===== config.mk =====
export PLATFORM = sky130hd
export DESIGN_NAME = i2c_ee_bytewr
export DESIGN_NICKNAME = d
export VERILOG_FILES = /design/src/rtl/ee_wr_pkg.sv /design/src/rtl/ee_qtick.sv /design/src/rtl/ee_poll_timer.sv /design/src/rtl/i2c_ee_bytewr.sv
export SDC_FILE = /design/constraint.sdc
export NUM_CORES = 1
export LEC_CHECK = 0
export BUFFER_PORTS_ARGS = -buffer_cell sky130_fd_sc_hd__buf_2
export CORE_UTILIZATION = 52
export CTS_CLUSTER_DIAMETER = 100
export DETAILED_ROUTE_END_ITERATION = 8
export PLACE_DENSITY = 0.75
export SYNTH_ARGS = -nofsm -noshare
export SYNTH_HDL_FRONTEND = slang
export SYNTH_SLANG_ARGS = --single-unit

===== constraint.sdc =====
create_clock -name clk -period 2.26 [get_ports clk]
set_clock_uncertainty 0.05 [all_clocks]
set_input_delay 0.226 -clock clk [delete_from_list [all_inputs] [get_ports clk]]
set_output_delay 0.226 -clock clk [all_outputs]
set_load 0.02 [all_outputs]

===== src/rtl/ee_wr_pkg.sv =====
package ee_wr_pkg;
   typedef enum logic [1:0] {SL_IDLE, SL_START, SL_BIT, SL_STOP} slot_e;
   typedef enum logic [2:0] {SG_CTRL, SG_ADDR, SG_DATA, SG_WSTOP,
                             SG_POLL, SG_CONCL, SG_FIN} seg_e;
   localparam logic [7:0] CTRL_WR = 8'hA0;   // 1010 000 0
   localparam logic [3:0] ACK_BIT = 4'd8;    // ninth slot of a byte
endpackage


===== src/rtl/ee_qtick.sv =====
module ee_qtick #(
   parameter int QDIV = 500
) (
   input  logic clk,
   input  logic rst_n,
   input  logic run,
   output logic tick
);
   generate
      if (QDIV == 1) begin : g_pass
         assign tick = run;
      end else begin : g_div
         localparam int DW = $clog2(QDIV);
         localparam logic [DW-1:0] LAST = DW'(QDIV - 1);
         logic [DW-1:0] cnt;
         always_ff @(posedge clk or negedge rst_n) begin
            if (!rst_n)                   cnt <= '0;
            else if (!run || cnt == LAST) cnt <= '0;
            else                          cnt <= cnt + 1'b1;
         end
         assign tick = run && (cnt == LAST);
      end
   endgenerate
endmodule


===== src/rtl/ee_poll_timer.sv =====
module ee_poll_timer #(
   parameter int LIMIT = 6000000
) (
   input  logic clk,
   input  logic rst_n,
   input  logic run,
   output logic expired
);
   localparam int CW = $clog2(LIMIT + 1);
   localparam logic [CW-1:0] TOP = CW'(LIMIT);

   logic [CW-1:0] cnt;

   always_ff @(posedge clk or negedge rst_n) begin
      if (!rst_n)          cnt <= '0;
      else if (!run)       cnt <= '0;
      else if (cnt != TOP) cnt <= cnt + 1'b1;
   end

   assign expired = run && (cnt == TOP);

   // once expired, the flag stays until polling stops
   p_tmr_hold_r7: assert property (@(posedge clk) disable iff (!rst_n)
      (run && expired) |=> (!run || expired));
endmodule


===== src/rtl/i2c_ee_bytewr.sv =====
module i2c_ee_bytewr
   import ee_wr_pkg::*;
#(
   parameter int CLK_KHZ    = 200000,
   parameter int TIMEOUT_MS = 30,
   parameter int QDIV       = 500
) (
   input  logic       clk,
   input  logic       rst_n,
   input  logic       wr_req,
   input  logic [7:0] wr_addr,
   input  logic [7:0] wr_data,
   output logic       scl_oe,
   output logic       sda_oe,
   input  logic       sda_in,
   output logic       busy,
   output logic       done,
   output logic       err
);
   localparam int TMO_CYC = CLK_KHZ * TIMEOUT_MS;

   generate
      if (QDIV < 1 || CLK_KHZ < 1 || TIMEOUT_MS < 1) begin : g_bad_cfg
         $error("i2c_ee_bytewr: QDIV, CLK_KHZ and TIMEOUT_MS must be positive");
      end
   endgenerate

   slot_e      slot;
   seg_e       seg;
   logic [1:0] qph;
   logic [3:0] bitn;
   logic [7:0] shreg, addr_q, data_q;
   logic       ack_ok, tick, tmo, scl_hi, sda_hi;

   wire accept = wr_req && (slot == SL_IDLE);

   ee_qtick #(.QDIV(QDIV)) u_qtick (
      .clk(clk), .rst_n(rst_n), .run(slot != SL_IDLE), .tick(tick));

   ee_poll_timer #(.LIMIT(TMO_CYC)) u_timer (
      .clk(clk), .rst_n(rst_n),
      .run((seg == SG_POLL) && (slot != SL_IDLE)), .expired(tmo));

   always_ff @(posedge clk or negedge rst_n) begin
      if (!rst_n) begin
         slot <= SL_IDLE;  seg <= SG_CTRL;  qph <= '0;  bitn <= '0;
         shreg <= '0;  addr_q <= '0;  data_q <= '0;
         ack_ok <= 1'b0;  done <= 1'b0;  err <= 1'b0;
      end else begin
         done <= 1'b0;
         if (accept) begin
            slot <= SL_START;  seg <= SG_CTRL;  qph <= '0;  bitn <= '0;
            addr_q <= wr_addr;  data_q <= wr_data;  err <= 1'b0;
         end else if (tick) begin
            qph <= qph + 1'b1;
            if (slot == SL_BIT && bitn == ACK_BIT && qph == 2'd2)
               ack_ok <= !sda_in;
            if (qph == 2'd3) begin
               unique case (slot)
                  SL_START: begin
                     if (seg == SG_CONCL) slot <= SL_STOP;
                     else begin
                        slot <= SL_BIT;  shreg <= CTRL_WR;  bitn <= '0;
                     end
                  end
                  SL_BIT: begin
                     if (bitn != ACK_BIT) begin
                        bitn  <= bitn + 1'b1;
                        shreg <= {shreg[6:0], 1'b0};
                     end else begin
                        bitn <= '0;
                        if (!ack_ok && seg != SG_POLL) begin
                           err <= 1'b1;  seg <= SG_FIN;  slot <= SL_STOP;
                        end else begin
                           unique case (seg)
                              SG_CTRL: begin seg <= SG_ADDR;  shreg <= addr_q; end
                              SG_ADDR: begin seg <= SG_DATA;  shreg <= data_q; end
                              SG_DATA: begin seg <= SG_WSTOP; slot <= SL_STOP; end
                              SG_POLL: begin
                                 if (ack_ok) begin
                                    seg <= SG_CONCL;  slot <= SL_START;
                                 end else if (tmo) begin
                                    err <= 1'b1;  seg <= SG_FIN;  slot <= SL_STOP;
                                 end else begin
                                    slot <= SL_START;
                                 end
                              end
                              default: begin
                                 err <= 1'b1;  seg <= SG_FIN;  slot <= SL_STOP;
                              end
                           endcase
                        end
                     end
                  end
                  SL_STOP: begin
                     if (seg == SG_WSTOP) begin
                        seg <= SG_POLL;  slot <= SL_START;
                     end else begin
                        slot <= SL_IDLE;  done <= 1'b1;
                     end
                  end
                  default: slot <= SL_IDLE;
               endcase
            end
         end
      end
   end

   // Line levels per quarter: clock high in the middle two quarters
   always_comb begin
      scl_hi = 1'b1;
      sda_hi = 1'b1;
      unique case (slot)
         SL_START: begin
            scl_hi = (qph == 2'd1) || (qph == 2'd2);
            sda_hi = (qph < 2'd2);
         end
         SL_BIT: begin
            scl_hi = (qph == 2'd1) || (qph == 2'd2);
            sda_hi = (bitn == ACK_BIT) ? 1'b1 : shreg[7];
         end
         SL_STOP: begin
            scl_hi = (qph != 2'd0);
            sda_hi = (qph >= 2'd2);
         end
         default: ;
      endcase
   end

   assign scl_oe = !scl_hi;
   assign sda_oe = !sda_hi;
   assign busy   = (slot != SL_IDLE);

   p_idle_release_r1: assert property (@(posedge clk) disable iff (!rst_n)
      !busy |-> (!scl_oe && !sda_oe));

   p_sda_hold_r8: assert property (@(posedge clk) disable iff (!rst_n)
      (slot == SL_BIT && qph != 2'd0) |-> $stable(sda_oe));

   p_req_ignored_r10: assert property (@(posedge clk) disable iff (!rst_n)
      (busy && wr_req) |=> ($stable(addr_q) && $stable(data_q)));

   p_done_pulse_r11: assert property (@(posedge clk) disable iff (!rst_n)
      done |=> (!done && !busy));

   p_err_clear_r11: assert property (@(posedge clk) disable iff (!rst_n)
      accept |=> (!err && busy));
endmodule


# Word-level counts from Yosys, hierarchy flattened

Index checks and enable logic that the tools add are counted.

Reductions and logical operators: 33
Multipliers: 0
Equal/unequal tests: 30
Divide/modulo/power cells: 0
Mux-type cells: 54
Bitwise gates (word level): 1
Order comparisons: 2
$add $sub $neg: 4
Shift-type cells: 0

Operators with widths:

| cell                    | number |
|---|---|
| $mux W23                | 2 |
| $pmux W8 S2             | 2 |
| $mux W3                 | 8 |
| $mux W8                 | 3 |
| $add A23 B1 Y23 const B | 1 |
| $eq A23 B23 Y1 const B  | 1 |
| $ne A23 B23 Y1 const B  | 1 |
| $mux W4                 | 5 |
| $mux W2                 | 9 |
| $mux W1                 | 16 |
| $ne A3 B3 Y1 const B    | 5 |
| $reduce_and A7 Y1       | 2 |
| $ne A4 B3 Y1 const B    | 3 |
| $pmux W3 S4             | 1 |
| $reduce_bool A2 Y1      | 6 |
| $add A9 B1 Y9 const B   | 1 |
| $eq A9 B9 Y1 const B    | 1 |
| $mux W9                 | 1 |
| $eq A2 B2 Y1 const B    | 4 |
| $pmux W4 S2             | 1 |
| $reduce_and A4 Y1       | 2 |
| $logic_and A1 B1 Y1     | 7 |
| $eq A3 B2 Y1 const B    | 2 |
| $eq A3 B3 Y1 const B    | 2 |
| other kinds (27)        | 38 |

Memory bits (read-only): 0
Latch bits: 0
Bits in writable memories: 0
Memories kept: 0
Output and inout port bits: 5
Input port bits: 20
Register bits: 70

# Longest topological paths before layout

Gate-level depths: netlist (run 1).

Word-level depth: 12
Mapped depth: 10
Depth with buffers taken out: 7

# Modules after synthesis

From an unflattened synthesis (run 1), not the netlist that was laid out.

Cell total of the unflattened synthesis: 427
Area total of the unflattened synthesis: 4,036.4 um^2

By module, submodules not included:

| module        | times used | area each (um^2) | cells an instance |
|---|---|---|---|
| i2c_ee_bytewr | 1          | 2,255.9          | 241 |
| ee_poll_timer | 1          | 1,287.5          | 139 |
| ee_qtick      | 1          | 493.0            | 47 |

# Least setup slack after synthesis (run 1)

No wires, ideal clock.

Path type: reg2reg
From: reg slot[0]
To: reg seg[0]
Period minus slack after synthesis: 2,062 ps
Data arrival time: 1,887 ps
Library setup time: 125 ps
Buffers on the path: 0
Setup slack: 198 ps
Cell stages (with the launch flop): 8
Cell sequence: dfrtp_1 -> inv_1 -> ha_1 -> inv_1 -> nand4_4 -> a221o_1 -> a21oi_2 -> mux2_2

Cells in the longest elaborated chain, start to end: 5
Elaborated cells between the ends (all ways): 19
Those cells by class: eq/ne (5); mux (4); reduce/logical (10)

Ends and longest elaborated chain:

| what                            | line                | RTL |
|---|---|---|
| start, declared                 | i2c_ee_bytewr.sv:28 | `slot_e slot;` |
| start signal, assigned          | i2c_ee_bytewr.sv:46 | `slot <= SL_IDLE; seg <= SG_CTRL; qph <= '0; bitn <= '0;` |
| start signal, assigned          | i2c_ee_bytewr.sv:52 | `slot <= SL_START; seg <= SG_CTRL; qph <= '0; bitn <= '0;` |
| start signal, assigned          | i2c_ee_bytewr.sv:61 | `if (seg == SG_CONCL) slot <= SL_STOP;` |
| $reduce_bool A2 Y1 (*)          | -                   |  |
| net busy                        | i2c_ee_bytewr.sv:16 | `output logic busy,` |
| $logic_and A1 B1 Y1             | i2c_ee_bytewr.sv:42 | `.run((seg == SG_POLL) && (slot != SL_IDLE)), .expired(tmo));` |
| $logic_and A1 B1 Y1             | ee_poll_timer.sv:20 | `assign expired = run && (cnt == TOP);` |
| $ne A6 B5 Y1 (no line)          | -                   |  |
| $reduce_and A6 Y1 (no line) (*) | -                   |  |
| end signal, assigned            | i2c_ee_bytewr.sv:46 |  |
| end signal, assigned            | i2c_ee_bytewr.sv:52 |  |
| end signal, assigned            | i2c_ee_bytewr.sv:73 | `err <= 1'b1; seg <= SG_FIN; slot <= SL_STOP;` |
| end, declared                   | i2c_ee_bytewr.sv:29 | `seg_e seg;` |

Mark *: on every way through the listed nets, which the timed path passes. The rest lies on a longest branch. The select of a mux whose other input is x is not followed.
A chain may end at the register's enable or synchronous reset.

# Worst setup path after layout (run 1)

From: reg slot[1]
To: reg seg[0]

Cells in the longest elaborated chain, start to end: 5
Elaborated cells between the ends (all ways): 19
Those cells by class: eq/ne (5); mux (4); reduce/logical (10)

Ends and longest elaborated chain:

| what                                               | line |
|---|---|
| $eq A2 B2 Y1 or $reduce_bool A2 Y1 (tied branches) | i2c_ee_bytewr.sv:59, i2c_ee_bytewr.sv:38, i2c_ee_bytewr.sv:42 |
| $pmux W3 S2 or $logic_and A1 B1 Y1 (tied branches) | i2c_ee_bytewr.sv:59, i2c_ee_bytewr.sv:42 |
| $mux W3 or $logic_and A1 B1 Y1 (tied branches)     | i2c_ee_bytewr.sv:58, ee_poll_timer.sv:20 |
| $mux W3 or $ne A6 B5 Y1 (tied branches)            | - |
| $mux W3 or $reduce_and A6 Y1 (tied branches)       | - |

Several ways; a longest one is shown, not always the timed one. The select of a mux whose other input is x is not followed.

==> metrics.txt, run 1 <==
status=complete, no violations; port bufs=24; ratio of final minimum period to clock period=0.940; number of global-route vias before repair=2900; DR vias=2969; layout filler cell count=615; Setup violations, final=0; GRT overflow=0; delay-heaviest family, CP=compound AO/OA/AOI/OAI gates; start-to-end type of the worst setup path=reg -> reg; CP Data Arrival Time=2.31 ns; pwr dens=809 nW/µm²; Multi-input gate area=1880 µm²; Async S/R FF share, synth=1.00; GRT Total Usage=0.225; Hold Crit Class=in -> reg; Post-synth EDFFs=0; clk root buf=clkbuf_8; die area=7600 µm²; die width=87.2 µm; CTS buffer count=9; global-route wire length before repair=13200 µm; hpwl dp=5000 µm; sequential share of power=0.445; WL/cell=13.8 µm; Post-synth top cells=100 x nand2_1, 70 x dfrtp_1, 41 x nor2_1; CTS tree=yes; IR Drop Worst-Case VDD=0.000426 V; initial antenna violation count=0; syn_nets=449; Slew Limit Fails=0; post-synth top area share=0.464; top post-synthesis cells by area=dfrtp_1 46%, nand2_1 10%, ha_1 4.6%; Comb power frac=0.193; part of the Yosys area used for sequential elements=0.464; register bit total from synthesis=70; 1st-iter DRT viols=175; Antenna Cells=0; ANT nets after route=0; clk slew on worst S/H paths=0.09 ns; area leader, netlist=dfrtp_1; Worst Path Buf+Inv=1; Mean Syn Cell Area=9.09 µm²; internal power=2440 µW; count leader, synth=nand2_1; layout cells sized above 1=0.146; worst skew pair latency=0.36 ns; Hold Slack=0.00305 ns; Syn. warnings=0; drt pass-1 iters=4; min Tclk post-route=2.13 ns; Leak Pwr=0.00196 µW; H-tree levels=3; Boundary Pins=25; FP Rows=30; crit path max fanout=6; largest net degree at the start of global routing=71; CP Launch Type=flop; routed wire length=7550 µm; Longest Clk Path Bufs=2; GP Congestion=0.882; final hold viol count=0; setup TNS=0 ns; Post-layout nets=481; # DRC=0; Largest stage delay, worst path=0.43 ns; area delta synth->final=14.2%; worst relative slew slack=0.622; worst slew pin tran=0.563 ns; register area=1750 µm²; vias per inst=5.42; FMAX=470 MHz; Top FF cell, synth=dfrtp_1; maxcap violations=0; cell area after synthesis=3770 µm²; Worst Setup End Kind=flop; RSZ-0062 raised after global routing=false; P_sw=1040 µW; overall die height=87.2 µm; clock share of power=0.362; Worst EP required=2.44 ns; switching share of total power=0.300; Starting Density=0.546; core footprint=6910 µm²; synthesized instance count=415; worst path cell trace=ha_1 > inv_1 > o311a_1 > a221o_1 > a21oi_2 > mux2_2; Sinks on Clock Net=70; Distinct cells, synth=52; Crit-path slowest cell=dfrtp_2
==> kinds of logic (layout without fill, tap and decap cells) <==
family                     count (synthesis)  in the layout  share of synthesized area
and+or+nand+nor                          203            203                      0.260
DFF                                       70             70                      0.464
AOI/OAI and AO/OA                         56             56                     0.0972
buffers and inverters                     34             71                     0.0385
xor gates and xnor gates                  25             25                     0.0580
adders and majority gates                 14             14                     0.0464
muxes                                     13             13                     0.0355
==> cell usage in the layout (no fill, tap or decap), types with 3 or more instances in the layout <==
cell type,instances
buf_2,24
inv_1,15
nor3_1,3
nor2_1,41
o21ai_1,5
dfrtp_1,69
nand2_1,100
nand3_1,11
xnor2_1,10
o21a_1,4
bufinv_16,3
and4_1,5
nor2b_1,3
and3_1,5
o21ai_0,15
a31oi_1,4
nand4_1,7
clkbuf_8,10
nand3b_1,3
xor2_1,15
o211ai_1,4
ha_1,14
or4_1,3
buf_4,13
nor4_1,4
mux2i_1,10
mux2_2,3
a21oi_1,7
nand2b_1,3
==> metal layers <==
metal | part of all wire | wire length, µm | up-vias | track usage
li1 | - | - | 1470 | -
met1 | 0.49 | 3720 | 1432 | 0.306
met2 | 0.46 | 3470 | 54 | 0.359
met3 | 0.029 | 221 | 13 | 0.0370
met4 | 0.018 | 137 | 0 | 0.0984
met5 | 0 | 0 | - | 0
==> power by group through the flow <==
stage               combinational, µW  clock (µW)  sequential (µW)
CTS                               665        1270             1550
floorplan                         481           0             1520
detailed placement                653           0             1580
finish                            673        1260             1550
global route                      767        1330             1580
global placement                  632           0             1570
==> flip-flops by register name (all words and copies together) (netlist names), 2 cells and up <==
| name | flops |
|---|---|
| qph | 2 |
| data_q | 8 |
| slot | 2 |
| u_timer.cnt | 23 |
| bitn | 4 |
| seg | 3 |
| shreg | 8 |
| u_qtick.g_div.cnt | 9 |
| addr_q | 8 |
==> path summary, 6_finish.rpt <==
kind	from	end	slack, ns	cells past startpoint
worst max-delay path	slot[1]$_DFFE_PN0P_	seg[0]$_DFFE_PN0P_	0.13	6
worst min-delay path	wr_data[5]	data_q[5]$_DFFE_PN0P_	0.003	3
worst max register to register	slot[1]$_DFFE_PN0P_	seg[0]$_DFFE_PN0P_	0.13	6
worst min register to register	u_qtick.g_div.cnt[0]$_DFF_PN0_	u_qtick.g_div.cnt[0]$_DFF_PN0_	0.42	1
max in group asynchronous	rst_n	slot[1]$_DFFE_PN0P_	1.45	3
min in group asynchronous	rst_n	bitn[3]$_DFFE_PN0P_	0.38	3
==> what timing repair did <==
action	CTS	global route
buffers inserted	0	1
hold buffers	2	0
endpoints found under the setup margin	0	1
hold endpoints to repair	71	0
gates resized for setup	0	1
==> worst register-to-register path: cells and delay by family, from the launching register on <==
family          cells  cell delay, ns
compound gates      3            0.81
flops               1            0.43
fa+ha+maj           1            0.28
mux                 1            0.34
buf+inv             1            0.11
==> final cells by class <==
class | instances | share of cell area
Sequential cell | 70 | 0.407
Inverter | 15 | 0.0131
Tap cell | 96 | 0.0279
Timing Repair Buffer | 40 | 0.0598
Clock inverter | 6 | 0.0253
Multi-Input combinational cell | 311 | 0.435
Clock buffer | 10 | 0.0319
==> per-stage QoR <==
| stage | cell area, µm² | total power, µW | instances | utilization | worst slack (ns) |
|---|---|---|---|---|---|
| 2_1_floorplan | 3770 | 2000 | 415 | - | 0.198 |
| 3_3_place_gp | 4030 | 2200 | 529 | 0.584 | 0.233 |
| 3_5_place_dp | 4030 | 2230 | 529 | 0.584 | 0.152 |
| 4_1_cts | 4300 | 3480 | 547 | 0.623 | 0.109 |
| 5_1_grt | 4310 | 3670 | 548 | 0.624 | 0.00451 |
| 6_report | 4310 | 3490 | 548 | 0.624 | 0.135 |
Note: power is estimated with default switching activity, not from simulation.
==> run 2, diff against run 1 <==
--- a/config.mk
+++ b/config.mk
@@ -6,10 +6,12 @@
 export NUM_CORES = 1
 export LEC_CHECK = 0
 export BUFFER_PORTS_ARGS = -buffer_cell sky130_fd_sc_hd__buf_2
-export CORE_UTILIZATION = 52
+export CELL_PAD_IN_SITES_DETAIL_PLACEMENT = 0
+export CELL_PAD_IN_SITES_GLOBAL_PLACEMENT = 1
+export CORE_UTILIZATION = 47
 export CTS_CLUSTER_DIAMETER = 100
 export DETAILED_ROUTE_END_ITERATION = 8
-export PLACE_DENSITY = 0.75
+export PLACE_DENSITY = 0.85
 export SYNTH_ARGS = -nofsm -noshare
 export SYNTH_HDL_FRONTEND = slang
 export SYNTH_SLANG_ARGS = --single-unit
==> run 2 against run 1 <==
Sequential share of layout area is 0.23 points higher. Maximum frequency decreased by 0.45%. Sequential power is essentially flat. First-iteration DRC count decreased by 17%. Combinational power rose by 2%. Global-route usage down 1.9 points. Flip-flop and latch count stayed put. Worst hold slack improved by 0.018 ns. Critical path depth stayed put. Clock-buffer cell count is 1 higher. Routed wire length grew 2.0%. Largest power group unchanged.
==> metrics.txt, run 2 (synthesis gave the netlist of run 1 again) <==
setup TNS=0 ns (unchanged); Tot Pwr=3260 µW (-6.4%); FMAX=468 MHz (-0.45%); P_sw=1040 µW (-0.87%); core footprint=7730 µm² (+12%); critical path launch point=slot[1]$_DFFE_PN0P_; R2R Setup Slk=0.13 ns (about the same); layout filler cell count=707 (+15%); Post-layout nets=481 (unchanged); worst path cell trace=ha_2 > inv_1 > o311a_1 > a221o_1 > a21oi_2 > mux2_2; area delta synth->final=13.5%; sequential share of power=0.477 (+0.032); CTS tree=yes; Largest stage delay, worst path=0.46 ns (+0.03 ns); FF-to-FF Start=slot[1]$_DFFE_PN0P_; start-to-end type of the worst setup path=reg -> reg; global-route wire length before repair=13800 µm (+4.5%); crit path max fanout=6 (unchanged); port bufs=24 (unchanged); ANT nets after route=0 (unchanged); commonest non-fill, non-tap cell in the layout=nand2_1; Worst EP required=2.44 ns (about the same); number of global-route vias before repair=2942 (+1.4%); min Tclk post-route=2.13 ns (+0.00953 ns); worst skew pair latency=0.34 ns (-0.02 ns); Leak Pwr=0.00193 µW (-1.5%); GRT overflow=0 (unchanged); Boundary Pins=25 (unchanged); Hold Crit Class=in -> reg; Setup violations, final=0 (unchanged); CP Data Arrival Time=2.31 ns (about the same); pwr dens=762 nW/µm² (-5.8%); hpwl dp=5350 µm (+7.1%); initial antenna violation count=0 (unchanged); die area=8390 µm² (+10%); max reg flops=23 (unchanged); final hold viol count=0 (unchanged); DP Area=4060 µm² (+0.56%); clk slew on worst S/H paths=0.08 ns (about the same); GRT Total Usage=0.206 (-0.0193); layout cells sized above 1=0.148 (+0.00221); Worst Setup End Kind=flop; Critical Path Sink=seg[0]$_DFFE_PN0P_; Crit-path slowest cell=dfrtp_1; 1st-iter DRT viols=145 (-17%); most frequent cells in the layout=100 x nand2_1, 70 x dfrtp_1, 41 x nor2_1, 24 x buf_2; WL/cell=13.9 µm (+0.91%); ratio of final minimum period to clock period=0.945 (+0.00422); GP Congestion=0.848 (-3.8%); FP Rows=32 (+6.7%); Longest Clk Path Bufs=2 (unchanged); worst relative slew slack=0.632 (+0.0105); switching share of total power=0.317 (+0.0176); Multi-input gate area=1890 µm² (+0.80%); FF-to-FF End=seg[0]$_DFFE_PN0P_; IR Drop Worst-Case VDD=0.000408 V (-4.2%); largest net degree at the start of global routing=71 (unchanged); DR vias=2890 (-2.7%); worst slew pin tran=0.547 ns (-0.0157 ns); H-tree levels=3 (unchanged); Reg with most FFs=u_timer.cnt; internal power=2230 µW (-8.7%); Starting Density=0.488 (-0.0580); final instance area=4280 µm² (-0.64%); clk root buf=clkbuf_8; Comb power frac=0.211 (+0.018); vias per inst=5.22 (-3.7%); routed wire length=7700 µm (+2.0%); die width=91.6 µm (+5.1%); r2r worst-path depth=6 (unchanged); Antenna Cells=0 (unchanged); Largest regs=u_timer.cnt (23), u_qtick.g_div.cnt (9); overall die height=91.6 µm (+5.1%); status=complete, no violations; CTS buffer count=9 (unchanged); CP Launch Type=flop; maxcap violations=0 (unchanged); Slew Limit Fails=0 (unchanged); # DRC=0 (unchanged); Sinks on Clock Net=70 (unchanged); drt pass-1 iters=4 (unchanged); clock share of power=0.312 (-0.050); register area=1750 µm² (about the same)
[run 2: critical path: cells and delay by family (launching register included)]
| family | cells | cell delay [ns] |
|---|---|---|
| AOI/OAI and AO/OA | 3 | 0.80 |
| adders and majority gates | 1 | 0.28 |
| buffers and inverters | 1 | 0.09 |
| DFF | 1 | 0.46 |
| muxes | 1 | 0.35 |
[run 2: per-stage QoR]
step	cells	setup slack, ns	util	hold slack [ns]
after global placement	537	0.160	0.525	0.232
after CTS	554	0.0115	0.552	0.00330
after floorplan	415	0.198	-	-0.120
after detailed placement	537	0.0253	0.525	0.237
after global routing	554	-0.00248	0.554	0.0121
final	554	0.125	0.554	0.0213
[run 2: worst min path at each step]
stage               startpoint                        endpoint  slack [ns]  cells past startpoint
floorplan                rst_n              ack_ok$_DFFE_PN0P_       -0.12                      0
global placement         rst_n  u_qtick.g_div.cnt[5]$_DFF_PN0_        0.23                      2
detailed placement       rst_n  u_qtick.g_div.cnt[5]$_DFF_PN0_        0.24                      2
CTS                 wr_addr[2]           addr_q[2]$_DFFE_PN0P_       0.003                      3
global route        wr_data[3]           data_q[3]$_DFFE_PN0P_        0.01                      3
finish              wr_data[7]           data_q[7]$_DFFE_PN0P_        0.02                      3
[run 2: final cells by class]
| cell class | count | area share |
|---|---|---|
| multi-input combinational | 311 | 0.442 |
| tap | 102 | 0.0298 |
| inverter | 15 | 0.0132 |
| sequential | 70 | 0.409 |
| clock inverter | 5 | 0.0137 |
| timing repair buffer | 40 | 0.0596 |
| clock buffer | 11 | 0.0330 |
[run 2: timing repair]
item / in CTS / in global routing
hold endpoints to repair: 70 / 0
hold buffers: 1 / 0
endpoints found under the setup margin: 0 / 11
resized for setup: 0 / 3
buffers inserted: 0 / 0
[run 2: power groups by stage]
stage	sequential, µW	clock (µW)	combinational [µW]
after detailed placement	1580	0	677
final	1560	1020	687
after global placement	1570	0	656
after floorplan	1520	0	481
after CTS	1560	1050	681
after global routing	1590	1090	787
[run 2: per-layer routing]
layer	global-route usage	vias to the layer above	wire length [µm]
met1	0.281	1339	3880
met3	0.0511	11	303
met5	0	-	0
li1	-	1481	-
met4	0.0529	0	87
met2	0.327	59	3420
==> run 3, diff against run 2 <==
==> constraint.sdc (replaced) <==
create_clock -name clk -period 2 [get_ports clk]
set_clock_uncertainty 0.05 [all_clocks]
set_input_delay 0.2 -clock clk [delete_from_list [all_inputs] [get_ports clk]]
set_output_delay 0.2 -clock clk [all_outputs]
set_load 0.02 [all_outputs]
==> run 3 against run 2 <==
Utilization up 6.7 points. Worst hold slack better by 0.038 ns. Maximum frequency up 8.7%. Clock-buffer cell count down 2. Sequential share of layout area down 4.4 points. Die area unchanged.
==> metrics.txt, run 3 (synthesis gave the netlist of run 1 again) <==
drt pass-1 iters=4 (unchanged); 1st-iter DRT viols=109 (-25%); CTS tree=yes; Crit-path slowest cell=dfrtp_1; vias per inst=5.22 (+0.13%); initial antenna violation count=0 (unchanged); delay-heaviest family, CP=compound AO/OA/AOI/OAI gates; min Tclk post-route=1.96 ns (-0.171 ns); max reg flops=23 (unchanged); CP Launch Type=flop; status=complete, no violations; FMAX=509 MHz (+8.7%); largest net degree at the start of global routing=71 (unchanged); clk root buf=clkbuf_8; Reg with most FFs=u_timer.cnt; number of global-route vias before repair=3076 (+4.6%); die area=8390 µm² (unchanged); most frequent cells in the layout=98 x nand2_1, 70 x dfrtp_1, 47 x buf_4, 41 x nor2_1, 22 x buf_2; Hold Slack=0.0597 ns (+0.0384 ns); overall die height=91.6 µm (unchanged); GP Congestion=0.836 (-1.4%); global-route wire length before repair=14000 µm (+1.6%); Antenna Cells=0 (unchanged); pwr dens=819 nW/µm² (+7.5%); commonest non-fill, non-tap cell in the layout=nand2_1; Post-Place Cells=561 (+4.5%); hpwl dp=5500 µm (+2.8%); Longest Clk Path Bufs=2 (unchanged); worst skew pair latency=0.35 ns (about the same); Critical Path Sink=seg[0]$_DFFE_PN0P_; DR vias=3160 (+9.3%); final hold viol count=0 (unchanged); final instance area=4800 µm² (+12%); Setup violations, final=0 (unchanged); crit path max fanout=4 (-2); GRT overflow=0 (unchanged); CTS buffer count=9 (unchanged); Largest regs=u_timer.cnt (23), u_qtick.g_div.cnt (9); R2R Setup Slk=0.04 ns (-0.09 ns); Post-layout nets=532 (+11%); Largest stage delay, worst path=0.41 ns (-0.05 ns); worst path cell trace=ha_2 > inv_2 > o311a_1 > a221o_1 > a21oi_2 > mux2_4; Slew Limit Fails=0 (unchanged); Worst Setup End Kind=flop; FP Rows=32 (unchanged); Leak Pwr=0.00218 µW (+13%); layout filler cell count=668 (-5.5%); maxcap violations=0 (unchanged); IR Drop Worst-Case VDD=0.000583 V (+43%); port bufs=24 (unchanged); area delta synth->final=27.2%; DP Area=4240 µm² (+4.5%); FF-to-FF Start=slot[0]$_DFFE_PN0P_; Starting Density=0.488 (unchanged); r2r worst-path depth=6 (unchanged); CP Data Arrival Time=2.15 ns (-0.16 ns); Worst Path Buf+Inv=1 (unchanged); clk slew on worst S/H paths=0.08 ns (about the same); # DRC=0 (unchanged); routed wire length=8140 µm (+5.8%); Hold Crit Class=in -> reg; RSZ-0062 raised after global routing=true; worst slew pin tran=0.394 ns (-0.153 ns); worst relative slew slack=0.735 (+0.102); final cell count without fillers=605 (+9.2%); GRT Total Usage=0.210 (+0.00412); die width=91.6 µm (unchanged); Sinks on Clock Net=70 (unchanged); layout cells sized above 1=0.233 (+0.0844); Worst path depth=6 (unchanged); FF-to-FF End=seg[0]$_DFFE_PN0P_; H-tree levels=3 (unchanged); Boundary Pins=25 (unchanged); core footprint=7730 µm² (unchanged); start-to-end type of the worst setup path=reg -> reg; ratio of final minimum period to clock period=0.982 (+0.0371); Worst EP required=2.19 ns (-0.25 ns); WL/cell=13.5 µm (-3.1%); ANT nets after route=0 (unchanged); critical path launch point=slot[0]$_DFFE_PN0P_
## run 3: layer usage
| layer | GRT usage | share of wire | up-vias |
|---|---|---|---|
| met5 | 0 | 0 | - |
| met4 | 0.0635 | 0.0091 | 0 |
| met3 | 0.0452 | 0.038 | 6 |
| met2 | 0.346 | 0.48 | 61 |
| met1 | 0.277 | 0.47 | 1509 |
| li1 | - | - | 1584 |
## run 3: report_power, final
part           internal (µW)  total [µW]  switching [µW]
Sequential              1610        1740             128
Combinational            457        1020             562
Clock                    592        1180             585
## run 3: through the flow
step                total power [µW]   util  worst slack, ns  setup TNS (ns)
floorplan                       2270      -           0.0231               0
global placement                2590  0.549          -0.0416         -0.0416
detailed placement              2620  0.549           -0.120          -0.157
CTS                             3900  0.604          0.00156               0
global route                    4190  0.621          -0.0402         -0.0619
finish                          3930  0.621           0.0365               0
## run 3: layout make-up
class | count | area, µm² | area share
clock inverters | 7 | 82.6 | 0.0172
well taps | 102 | 128 | 0.0266
flip-flops and latches | 70 | 1750 | 0.365
repair buffers | 91 | 698 | 0.145
multi-input cells | 311 | 1960 | 0.408
clock buffers | 9 | 124 | 0.0258
inverters | 15 | 58.8 | 0.0123
## run 3: how the worst min path moves through the flow
stage                 from                             end  slack, ns  cells after the start
global route        sda_in              ack_ok$_DFFE_PN0P_       0.06                      3
floorplan            rst_n              ack_ok$_DFFE_PN0P_      -0.15                      0
global placement     rst_n  u_qtick.g_div.cnt[4]$_DFF_PN0_       0.20                      2
detailed placement   rst_n  u_qtick.g_div.cnt[4]$_DFF_PN0_       0.20                      2
finish              sda_in              ack_ok$_DFFE_PN0P_       0.06                      3
CTS                 sda_in              ack_ok$_DFFE_PN0P_       0.05                      3
## run 3: worst reg2reg max path, cell delays in order (launching register included)
cell and delay [ns]:
dfrtp_1 0.41, ha_2 0.23, inv_2 0.04, o311a_1 0.31, a221o_1 0.32, a21oi_2 0.17
mux2_4 0.32
## run 3: timing repair
item | CTS | global route
resized for setup | 7 | 21
hold buffers | 17 | 0
endpoints found under the setup margin | 8 | 14
buffers inserted | 2 | 9
pin swaps | 1 | 7
endpoints found under the hold margin | 86 | 0
